--- src/rtl/fracbaud_pkg.sv ---
`timescale 1ns/1ps
package fracbaud_pkg;

  typedef enum logic [1:0] {
    PH_IDLE  = 2'd0,
    PH_START = 2'd1,
    PH_DATA  = 2'd2,
    PH_STOP  = 2'd3
  } txPhase_t;

  // strobes from control to datapath; at most one line action per cycle
  typedef struct packed {
    logic loadByte;   // capture txData into the shifter
    logic driveLow;   // begin a start bit
    logic shiftBit;   // put shifter LSB on the line and shift
    logic driveHigh;  // begin stop bit or return to idle
  } lineCmd_t;

endpackage

--- src/rtl/fracbaud_acc.sv ---
`timescale 1ns/1ps
module fracbaud_acc #(
  parameter int DIV_W  = 16,
  parameter int FRAC_W = 8
) (
  input  logic             clk,
  input  logic             rstN,
  input  logic             run,
  input  logic             clear,
  input  logic [DIV_W-1:0] divisor,
  output logic             bitTick
);
  localparam int ACC_W = DIV_W + 1;
  localparam logic [ACC_W-1:0] STEP = ACC_W'(1) << FRAC_W;

  logic [ACC_W-1:0] accQ;
  logic [ACC_W-1:0] sumW;
  logic [ACC_W-1:0] divW;

  assign divW    = {1'b0, divisor};
  assign sumW    = accQ + STEP;
  assign bitTick = run && (sumW >= divW);

  always_ff @(posedge clk or negedge rstN) begin
    if (!rstN) begin
      accQ <= '0;
    end else if (clear) begin
      accQ <= '0;
    end else if (run) begin
      accQ <= bitTick ? (sumW - divW) : sumW;
    end
  end

  // cycles since the last boundary, for the width check
  logic [DIV_W-1:0] gapQ;
  always_ff @(posedge clk or negedge rstN) begin
    if (!rstN) begin
      gapQ <= '0;
    end else if (clear || bitTick) begin
      gapQ <= '0;
    end else if (run) begin
      gapQ <= gapQ + DIV_W'(1);
    end
  end

  // each bit lasts floor or ceil of divisor/256 cycles
  a_r3_bit_width: assert property (@(posedge clk) disable iff (!rstN)
    bitTick |-> (((gapQ + DIV_W'(1)) == (divisor >> FRAC_W)) ||
                 ((gapQ + DIV_W'(1)) == ((divisor >> FRAC_W) + DIV_W'(1)))));

  // the residue never reaches the divisor, so no boundary is skipped
  a_r2_residue_bound: assert property (@(posedge clk) disable iff (!rstN)
    run |-> (accQ < divW));

endmodule

--- src/rtl/fracbaud_ctrl.sv ---
`timescale 1ns/1ps
module fracbaud_ctrl
  import fracbaud_pkg::*;
#(
  parameter int DATA_W = 8,
  parameter int DIV_W  = 16,
  parameter int FRAC_W = 8
) (
  input  logic             clk,
  input  logic             rstN,
  input  logic             enable,
  input  logic [DIV_W-1:0] divisor,
  input  logic             txValid,
  input  logic             bitTick,
  output logic             txReady,
  output logic             busy,
  output logic             run,
  output logic             clearAcc,
  output lineCmd_t         cmd
);
  localparam int MIN_DIV = 3 << FRAC_W;
  localparam int CNT_W   = (DATA_W > 1) ? $clog2(DATA_W) : 1;
  localparam logic [CNT_W-1:0] LAST_IDX = CNT_W'(DATA_W - 1);

  txPhase_t        phaseQ, phaseD;
  logic [CNT_W-1:0] idxQ, idxD;
  logic            pendQ, pendD;
  logic            divOk, canTake, accept;

  assign divOk   = (divisor >= DIV_W'(MIN_DIV));
  assign canTake = enable && divOk;
  assign txReady = canTake && ((phaseQ == PH_IDLE) || ((phaseQ == PH_STOP) && !pendQ));
  assign accept  = txValid && txReady;
  assign run     = (phaseQ != PH_IDLE);
  assign busy    = run;

  always_comb begin
    phaseD   = phaseQ;
    idxD     = idxQ;
    pendD    = pendQ;
    cmd      = '0;
    clearAcc = 1'b0;
    unique case (phaseQ)
      PH_IDLE: begin
        if (accept) begin
          cmd.loadByte = 1'b1;
          cmd.driveLow = 1'b1;
          clearAcc     = 1'b1;
          phaseD       = PH_START;
        end
      end
      PH_START: begin
        if (bitTick) begin
          cmd.shiftBit = 1'b1;
          idxD         = '0;
          phaseD       = PH_DATA;
        end
      end
      PH_DATA: begin
        if (bitTick) begin
          if (idxQ == LAST_IDX) begin
            cmd.driveHigh = 1'b1;
            phaseD        = PH_STOP;
          end else begin
            cmd.shiftBit = 1'b1;
            idxD         = idxQ + CNT_W'(1);
          end
        end
      end
      PH_STOP: begin
        if (accept) begin
          cmd.loadByte = 1'b1;
          pendD        = 1'b1;
        end
        if (bitTick) begin
          if (pendQ || accept) begin
            cmd.driveLow = 1'b1;
            pendD        = 1'b0;
            phaseD       = PH_START;
          end else begin
            cmd.driveHigh = 1'b1;
            phaseD        = PH_IDLE;
          end
        end
      end
      default: phaseD = PH_IDLE;
    endcase
  end

  always_ff @(posedge clk or negedge rstN) begin
    if (!rstN) begin
      phaseQ <= PH_IDLE;
      idxQ   <= '0;
      pendQ  <= 1'b0;
    end else begin
      phaseQ <= phaseD;
      idxQ   <= idxD;
      pendQ  <= pendD;
    end
  end

  // an accepted byte from idle makes the block busy in its start bit
  a_r9_busy_on_accept: assert property (@(posedge clk) disable iff (!rstN)
    (phaseQ == PH_IDLE && txValid && txReady) |=> (busy && phaseQ == PH_START));

  // a queued byte follows the stop bit with no idle cycle
  a_r8_chain_no_gap: assert property (@(posedge clk) disable iff (!rstN)
    (phaseQ == PH_STOP && bitTick && pendQ) |=> (phaseQ == PH_START));

  // after the last data bit the frame moves to its stop bit
  a_r4_stop_follows_data: assert property (@(posedge clk) disable iff (!rstN)
    (phaseQ == PH_DATA && bitTick && idxQ == LAST_IDX) |=> (phaseQ == PH_STOP));

  // no byte is taken while start or data bits are on the line
  a_r5_closed_mid_frame: assert property (@(posedge clk) disable iff (!rstN)
    (phaseQ == PH_START || phaseQ == PH_DATA) |-> !txReady);

  // an illegal divisor never lets a frame begin
  a_r6_illegal_divisor: assert property (@(posedge clk) disable iff (!rstN)
    (phaseQ == PH_IDLE && !divOk) |=> (phaseQ == PH_IDLE));

endmodule

--- src/rtl/fracbaud_dp.sv ---
`timescale 1ns/1ps
module fracbaud_dp
  import fracbaud_pkg::*;
#(
  parameter int DATA_W = 8
) (
  input  logic              clk,
  input  logic              rstN,
  input  lineCmd_t          cmd,
  input  logic [DATA_W-1:0] txData,
  output logic              txLine
);
  logic [DATA_W-1:0] shiftQ;
  logic              lineQ;

  always_ff @(posedge clk or negedge rstN) begin
    if (!rstN) begin
      shiftQ <= '0;
    end else if (cmd.loadByte) begin
      shiftQ <= txData;
    end else if (cmd.shiftBit) begin
      shiftQ <= shiftQ >> 1;
    end
  end

  always_ff @(posedge clk or negedge rstN) begin
    if (!rstN) begin
      lineQ <= 1'b1;
    end else if (cmd.driveLow) begin
      lineQ <= 1'b0;
    end else if (cmd.shiftBit) begin
      lineQ <= shiftQ[0];
    end else if (cmd.driveHigh) begin
      lineQ <= 1'b1;
    end
  end

  assign txLine = lineQ;

  // the start strobe puts a low level on the line in the next cycle
  a_r4_start_level: assert property (@(posedge clk) disable iff (!rstN)
    cmd.driveLow |=> !txLine);

  // data go out LSB first from the byte that was captured
  a_r4_lsb_first: assert property (@(posedge clk) disable iff (!rstN)
    (cmd.shiftBit && !cmd.loadByte) |=> (txLine == $past(shiftQ[0])));

endmodule

--- src/rtl/fracbaud_tx.sv ---
`timescale 1ns/1ps
module fracbaud_tx
  import fracbaud_pkg::*;
#(
  parameter int DATA_W = 8,
  parameter int DIV_W  = 16,
  parameter int FRAC_W = 8
) (
  input  logic              clk,
  input  logic              rstN,
  input  logic              enable,
  input  logic [DIV_W-1:0]  divisor,
  input  logic [DATA_W-1:0] txData,
  input  logic              txValid,
  output logic              txReady,
  output logic              txLine,
  output logic              busy
);
  lineCmd_t cmd;
  logic     bitTick;
  logic     run;
  logic     clearAcc;

  fracbaud_acc #(.DIV_W(DIV_W), .FRAC_W(FRAC_W)) u_acc (
    .clk     (clk),
    .rstN    (rstN),
    .run     (run),
    .clear   (clearAcc),
    .divisor (divisor),
    .bitTick (bitTick)
  );

  fracbaud_ctrl #(.DATA_W(DATA_W), .DIV_W(DIV_W), .FRAC_W(FRAC_W)) u_ctrl (
    .clk      (clk),
    .rstN     (rstN),
    .enable   (enable),
    .divisor  (divisor),
    .txValid  (txValid),
    .bitTick  (bitTick),
    .txReady  (txReady),
    .busy     (busy),
    .run      (run),
    .clearAcc (clearAcc),
    .cmd      (cmd)
  );

  fracbaud_dp #(.DATA_W(DATA_W)) u_dp (
    .clk    (clk),
    .rstN   (rstN),
    .cmd    (cmd),
    .txData (txData),
    .txLine (txLine)
  );

  // the line rests high whenever no frame is in progress
  a_r1_idle_high: assert property (@(posedge clk) disable iff (!rstN)
    !busy |-> txLine);

  // every frame opens with a low start bit
  a_r4_opens_low: assert property (@(posedge clk) disable iff (!rstN)
    $rose(busy) |-> !txLine);

  // busy only ends after a high stop bit
  a_r9_ends_on_stop: assert property (@(posedge clk) disable iff (!rstN)
    $fell(busy) |-> $past(txLine));

endmodule

--- config.mk ---
export PLATFORM = sky130hd
export DESIGN_NAME = fracbaud_tx
export DESIGN_NICKNAME = d
export VERILOG_FILES = /design/src/rtl/fracbaud_pkg.sv /design/src/rtl/fracbaud_acc.sv /design/src/rtl/fracbaud_ctrl.sv /design/src/rtl/fracbaud_dp.sv /design/src/rtl/fracbaud_tx.sv
export SDC_FILE = /design/constraint.sdc
export NUM_CORES = 1
export LEC_CHECK = 0
export CAP_MARGIN = 5
export CORE_UTILIZATION = 48
export DETAILED_ROUTE_END_ITERATION = 10
export HOLD_SLACK_MARGIN = 0.12
export PLACE_DENSITY_LB_ADDON = 0.25
export SETUP_SLACK_MARGIN = 0.15
export SLEW_MARGIN = 20
export SYNTH_ARGS = -nofsm -noshare
export SYNTH_HDL_FRONTEND = slang
export SYNTH_SLANG_ARGS = --single-unit
--- constraint.sdc ---
create_clock -name clk -period 3.5 [get_ports clk]
set_input_delay 0.525 -clock clk [delete_from_list [all_inputs] [get_ports clk]]
set_output_delay 0.525 -clock clk [all_outputs]
set_load 0.05 [all_outputs]
# Word-level counts from Yosys, hierarchy flattened
# Index checks and enable logic that the tools add are counted.
dict set report op_classes {
  n_reduce_logical 16
  muxes 36
  magnitude_cmp 2
  add_sub_neg 3
  eq_ne 10
}
# operator count
set op_table {}
lappend op_table {{two-way mux 17 bit} 3}
lappend op_table {{adder 17 x 9 -> 17 bit, second input constant} 1}
lappend op_table {{>= comparator 17 x 16 -> 1 bit} 1}
lappend op_table {{subtractor 17 x 16 -> 17 bit} 1}
lappend op_table {{>= comparator 16 x 10 -> 1 bit, second input constant} 1}
lappend op_table {{two-way mux 1 bit} 16}
lappend op_table {{two-way mux 8 bit} 2}
lappend op_table {{two-way mux 2 bit} 7}
lappend op_table {{two-way mux 3 bit} 3}
lappend op_table {{!= test 2 bit, second input constant} 4}
lappend op_table {{one-hot mux 2 bit (4 select lines)} 1}
lappend op_table {{nonzero test 2 bit} 4}
lappend op_table {{one-hot mux 3 bit (2 select lines)} 1}
lappend op_table {{logical AND 1 bit} 5}
lappend op_table {{AND reduction 5 bit} 1}
lappend op_table {{equality test 2 bit, second input constant} 2}
lappend op_table {{!= test 2 x 1 -> 1 bit, second input constant} 2}
lappend op_table {{one-hot mux 1 bit (2 select lines)} 2}
lappend op_table {{one-hot mux 2 bit (2 select lines)} 1}
lappend op_table {{AND reduction 4 bit} 1}
lappend op_table {{adder 3 x 1 -> 3 bit, second input constant} 1}
lappend op_table {{equality test 3 bit, second input constant} 1}
lappend op_table {{nonzero test 3 bit} 1}
lappend op_table {{equality test 2 x 1 -> 1 bit, second input constant} 1}
lappend op_table {{3 further kinds} 4}
dict set report totals {
  reg_bits 32
}

# Longest topological paths before layout
# Gate-level depths: netlist of run 1.
dict set report depth {
  depth_word 12
  mapped_depth 12
  depth_no_buf 12
}

# Cells and area by module
# A second synthesis of run 1 with hierarchy kept.
dict set report hier_totals {
  hier_cells 346
  area_unflattened_um2 2939.1
}
# module cells_per_inst area_each_um2 instances
set modules_own_cells {}
lappend modules_own_cells {fracbaud_acc 249 1999.4 1}
lappend modules_own_cells {fracbaud_ctrl 59 528.0 1}
lappend modules_own_cells {fracbaud_dp 38 411.6 1}

# Worst setup path after synthesis of run 1
# OpenSTA, ideal clock, no wires.
dict set report synth_path {
  path_type {flip-flop to flip-flop}
  from {register u_acc.accQ[10]}
  to {register u_acc.accQ[11]}
  path_slack_ns 0.664
  period_less_slack_ns 2.836
  path_stages_with_launch 12
  setup_time_ns 0.124
  arrival_time_ns 2.712
  cell_sequence {dfrtp_1 > nand3_2 > nor2_1 > nand3_1 > xnor2_1 > ha_1 > nand3_1 > or3_4 > o22ai_4 > nor2_2 > and3_1 > a211o_1}
}
dict set report synth_via {
  elab_chain_len 6
}
# element line_no
set synth_lines {}
lappend synth_lines {{start, declared} fracbaud_acc.sv:16} ;# logic [ACC_W-1:0] accQ;
lappend synth_lines {{start signal, assigned} fracbaud_acc.sv:30} ;# accQ <= bitTick ? (sumW - divW) : sumW;
lappend synth_lines {{adder 17 x 9 -> 17 bit *} fracbaud_acc.sv:21} ;# assign sumW = accQ + STEP;
lappend synth_lines {{>= comparator 17 x 16 -> 1 bit} fracbaud_acc.sv:22} ;# assign bitTick = run && (sumW >= divW);
lappend synth_lines {{logical AND 1 bit} fracbaud_acc.sv:22}
lappend synth_lines {{two-way mux 17 bit *} fracbaud_acc.sv:30}
lappend synth_lines {{two-way mux 17 bit *} fracbaud_acc.sv:29} ;# end else if (run) begin
lappend synth_lines {{two-way mux 17 bit *} fracbaud_acc.sv:27} ;# end else if (clear) begin
# Every way passes the cells marked *; elsewhere a longest branch is shown, timed or not. The select of a mux whose other input is x is not followed.
# A chain may end at the register's enable or synchronous reset.

# Worst setup path in the final report of run 1
dict set report layout_path {
  from {register u_acc.accQ[10]}
  to {register u_acc.accQ[1]}
}
dict set report layout_via {
  elab_chain_len 6
}
# element line_no
set layout_lines {}
lappend layout_lines {{adder 17 x 9 -> 17 bit} fracbaud_acc.sv:21}
lappend layout_lines {{>= comparator 17 x 16 -> 1 bit} fracbaud_acc.sv:22}
lappend layout_lines {{logical AND 1 bit} fracbaud_acc.sv:22}
lappend layout_lines {{two-way mux 17 bit} fracbaud_acc.sv:30}
lappend layout_lines {{two-way mux 17 bit} fracbaud_acc.sv:29}
lappend layout_lines {{two-way mux 17 bit} fracbaud_acc.sv:27}
# No other way between the ends. The select of a mux whose other input is x is not followed.

==> summary.md, run 1 <==
| Metric | Value |
|---|---|
| Status | finished clean |
| Internal portion of total power | 1.75 mW |
| FF+latch count, synth | 32 |
| DRC Markers | 0 |
| Number of enable flip-flop cells after synthesis | 0 |
| Synth unique cells | 66 |
| Congestion Overflow GR | 0 |
| Total clock buffers created by CTS | 5 |
| Number of detailed-routing iterations run before antenna repair | 4 |
| Sum of net half-perimeters after detailed placement | 4650 um |
| Mapped Avg Cell Area | 8.86 sq um |
| Clk Latency, worst-skew pair | 0.28 ns |
| Aggregate routed wire length | 6080 um |
| Boundary Pins | 31 |
| Die W | 77.0 um |
| Ordered list of cells on the worst path | nand3_2 > nor2_1 > nand3_1 > xnor2_1 > ha_1 > nand3_1 > or3_4 > o22a_2 > a21oi_2 > buf_4 > a22o_1 |
| Warning count from the yosys run | 0 |
| Maximum clock rate | 319 MHz |
| Most common cell in the synthesized netlist | sky130_fd_sc_hd__dfrtp_1 |
| Part of the power in combinational logic | 71.4% |
| Share of final-layout standard cells stronger than drive strength 1 | 10.8% |
| Proportion of register bits with asynchronous set or reset after synthesis | 100% |
| Vias/cell | 5.68 |
| Maximum resistive drop on vdd | 0.000462 V |
| Clock edge transition at the registers on the reported setup and hold paths | 0.07 ns |
| Synth area leader | sky130_fd_sc_hd__dfrtp_1 |
| FP Rows | 26 |
| Endpoint class of the critical path | flip-flop |
| Post-Synthesis Cells | 305 |
| Final critical delay including setup and external delays | 3.14 ns |
| Die extent in y | 77.0 um |
| Wire length of the first global-routing pass | 10500 um |
| Most frequent CP cell | sky130_fd_sc_hd__nand3_1 |
| TritonCTS sink count | 32 |
| Largest stage delay on the critical path | 0.45 ns |
| Power density over cell area | 1070 mW/mm^2 |
| Kind of critical path | reg2reg |
| CP required | 3.72 ns |
| Setup violations, final | 0 |
| Net count, final | 395 |
| Largest fanout on the critical path | 7 |
| Static Leak | 1.45 nW |
| Final critical-path share of the clock period | 89.6% |
| Kind of start point of the critical path | flip-flop |
| Synth top cells by count | sky130_fd_sc_hd__dfrtp_1, sky130_fd_sc_hd__nand2_1, sky130_fd_sc_hd__inv_1, sky130_fd_sc_hd__ha_1, sky130_fd_sc_hd__a21oi_1 |
| Most common flop cell mapped by yosys | sky130_fd_sc_hd__dfrtp_1 |
| Crit path DAT | 3.36 ns |
| Cells resized by post-CTS repair | 0 |
| Share of power burned in registers | 20.5% |
| Synthesis-to-finish area growth | 17.7% |
| Maximum count of clock buffers along a single path | 2 |
| Unrepaired setup endpoints after global routing | no |
| Die footprint | 0.00593 sq mm |
| Share of the synthesized area in the top cell type | 28.7% |
| Cell Area, Synth | 0.00270 sq mm |
| Sw Pwr | 1.64 mW |
| Core area | 0.00527 sq mm |
| Net count of the mapped netlist | 358 |
| Final hold slack | 0.498 ns |
| Number of buffers inserted by post-CTS setup repair | 0 |
| Standard cell with the maximum stage delay on the critical path | sky130_fd_sc_hd__dfrtp_1 |
| Initial antenna violation count | 0 |
| Fin. max-slew vios | 0 |
| Fraction of the yosys area taken by sequential cells | 29.7% |
| Clock tree from TritonCTS | yes |
| Number of design-rule violations left by the first detailed-router iteration | 176 |
| Cell types with the largest area share after synthesis | sky130_fd_sc_hd__dfrtp_1, sky130_fd_sc_hd__ha_1, sky130_fd_sc_hd__xnor2_1 |
| Via count of the first global-routing pass | 2281 |
| Final hold violation count | 0 |
| Initial Util | 51.3% |
| Total power | 3.39 mW |
| Number of hold buffers added after CTS | 0 |
| Post-route antenna net violation count | 0 |
| Maximum level of the CTS H-tree | 2 |
| Overall global routing resource usage | 22.1% |
| Max Cap Viol | 0 |
| Transition time of the tightest slew-check pin | 0.499 ns |
| Final weighted congestion in routability-driven placement | 0.897 |
| Power share of the clock group | 8.1% |
| Worst hold-check path type | reg2reg |
| Cell chosen for the clock root | sky130_fd_sc_hd__clkbuf_8 |
| Clk_skew | 0.00541 ns |
| Via count of the routed design | 2339 |
| Setup TNS | 0 ns |
| Total of buffers placed on input and output ports | 30 |
| Relative max-transition margin | 66.7% |
| Number of diodes added for antenna fixing | 0 |
| Sw Share | 48.3% |
| Avg WL per Cell | 14.8 um |
| Largest net degree at the start of global routing | 33 |
layer usage:
layer  up-vias  share of wire [%]  GRT usage, %
met4         0                2.6          7.74
met3        13                4.0          5.12
met2        44                 46          35.4
met5         -                  0             0
met1      1099                 48          29.2
li1       1183                  -             -
cells in the final DEF, fill, tap and decap left out, drive strengths merged, types with 4 or more instances in the layout:
master	n
o21ai	24
a21o	6
nor2	18
dfrtp	31
o22ai	5
nand3	14
buf	6
ha	24
clkdlybuf4s50	30
clkbuf	6
mux2i	10
xnor2	14
a22o	7
a21oi	21
inv	27
nor3	6
o311ai	4
nand2	32
xor2	5
power groups by stage:
stage / combinational, mW / sequential [mW] / clock (mW)
2_1_floorplan: 1.91 / 0.690 / 0
3_3_place_gp: 2.36 / 0.694 / 0
3_5_place_dp: 2.40 / 0.700 / 0
4_1_cts: 2.42 / 0.694 / 0.282
5_1_grt: 2.67 / 0.718 / 0.303
6_report: 2.42 / 0.695 / 0.274
per-stage QoR:
step           cells  cell area [sq um]  setup WS [ns]  util, %
5_1_grt          412               3180          0.201     60.3
3_5_place_dp     405               3100          0.304     58.9
6_report         412               3180          0.362     60.3
4_1_cts          412               3180          0.409     60.3
3_3_place_gp     405               3100          0.337     58.9
2_1_floorplan    305               2700          0.664        -
cell type report:
type	count	area (sq um)
Multi-Input combinational cell	240	1770
Fill cell	475	2090
Tap cell	70	87.6
Clock inverter	1	5.00
Clock buffer	6	72.6
Timing Repair Buffer	36	345
Inverter	27	101
Sequential cell	32	802
kinds of logic after synthesis:
group | count (synthesis) | synth area share [%]
AND/OR/NAND/NOR | 90 | 17.0
XOR/XNOR | 19 | 6.16
flip-flops | 32 | 29.7
AO/OA/AOI/OAI | 96 | 26.7
adder cells (fa/ha/maj) | 25 | 11.9
multiplexers | 10 | 3.71
buffers and inverters | 33 | 4.96
sequential cells by signal (all words and copies together) (netlist names):
signal         cells
u_ctrl.pendQ       1
u_ctrl.idxQ        3
u_acc.accQ        17
u_dp.shiftQ        8
u_ctrl.phaseQ      2
u_dp.txLine        1
final timing paths:
check	depth (start not counted)	from	slack [ns]	endpoint
worst max-delay path	11	u_acc.accQ[10]	0.36	u_acc.accQ[1]
worst min-delay path	1	u_acc.accQ[0]	0.50	u_acc.accQ[0]
worst max register to register	11	u_acc.accQ[10]	0.36	u_acc.accQ[1]
worst min register to register	1	u_acc.accQ[0]	0.50	u_acc.accQ[0]
max in group asynchronous	2	rstN	2.51	u_dp.txLine
min in group asynchronous	2	rstN	0.65	u_acc.accQ[9]
critical path: cells and delay by family (launching register included):
kind / cells / cell delay (ns)
simple gates: 5 / 1.12
compound gates: 3 / 0.74
flops: 1 / 0.45
fa+ha+maj: 1 / 0.36
buf+inv: 1 / 0.23
xor+xnor: 1 / 0.16
Power figures use the tool's default switching activity.
==> inputs of run 2 (changes only) <==
ABC_AREA = 0   (was not set)
SLEW_MARGIN = not set   (was 20)
==> results of run 2 <==
No change in the layout: final DEF, timing and power equal those of run 1.
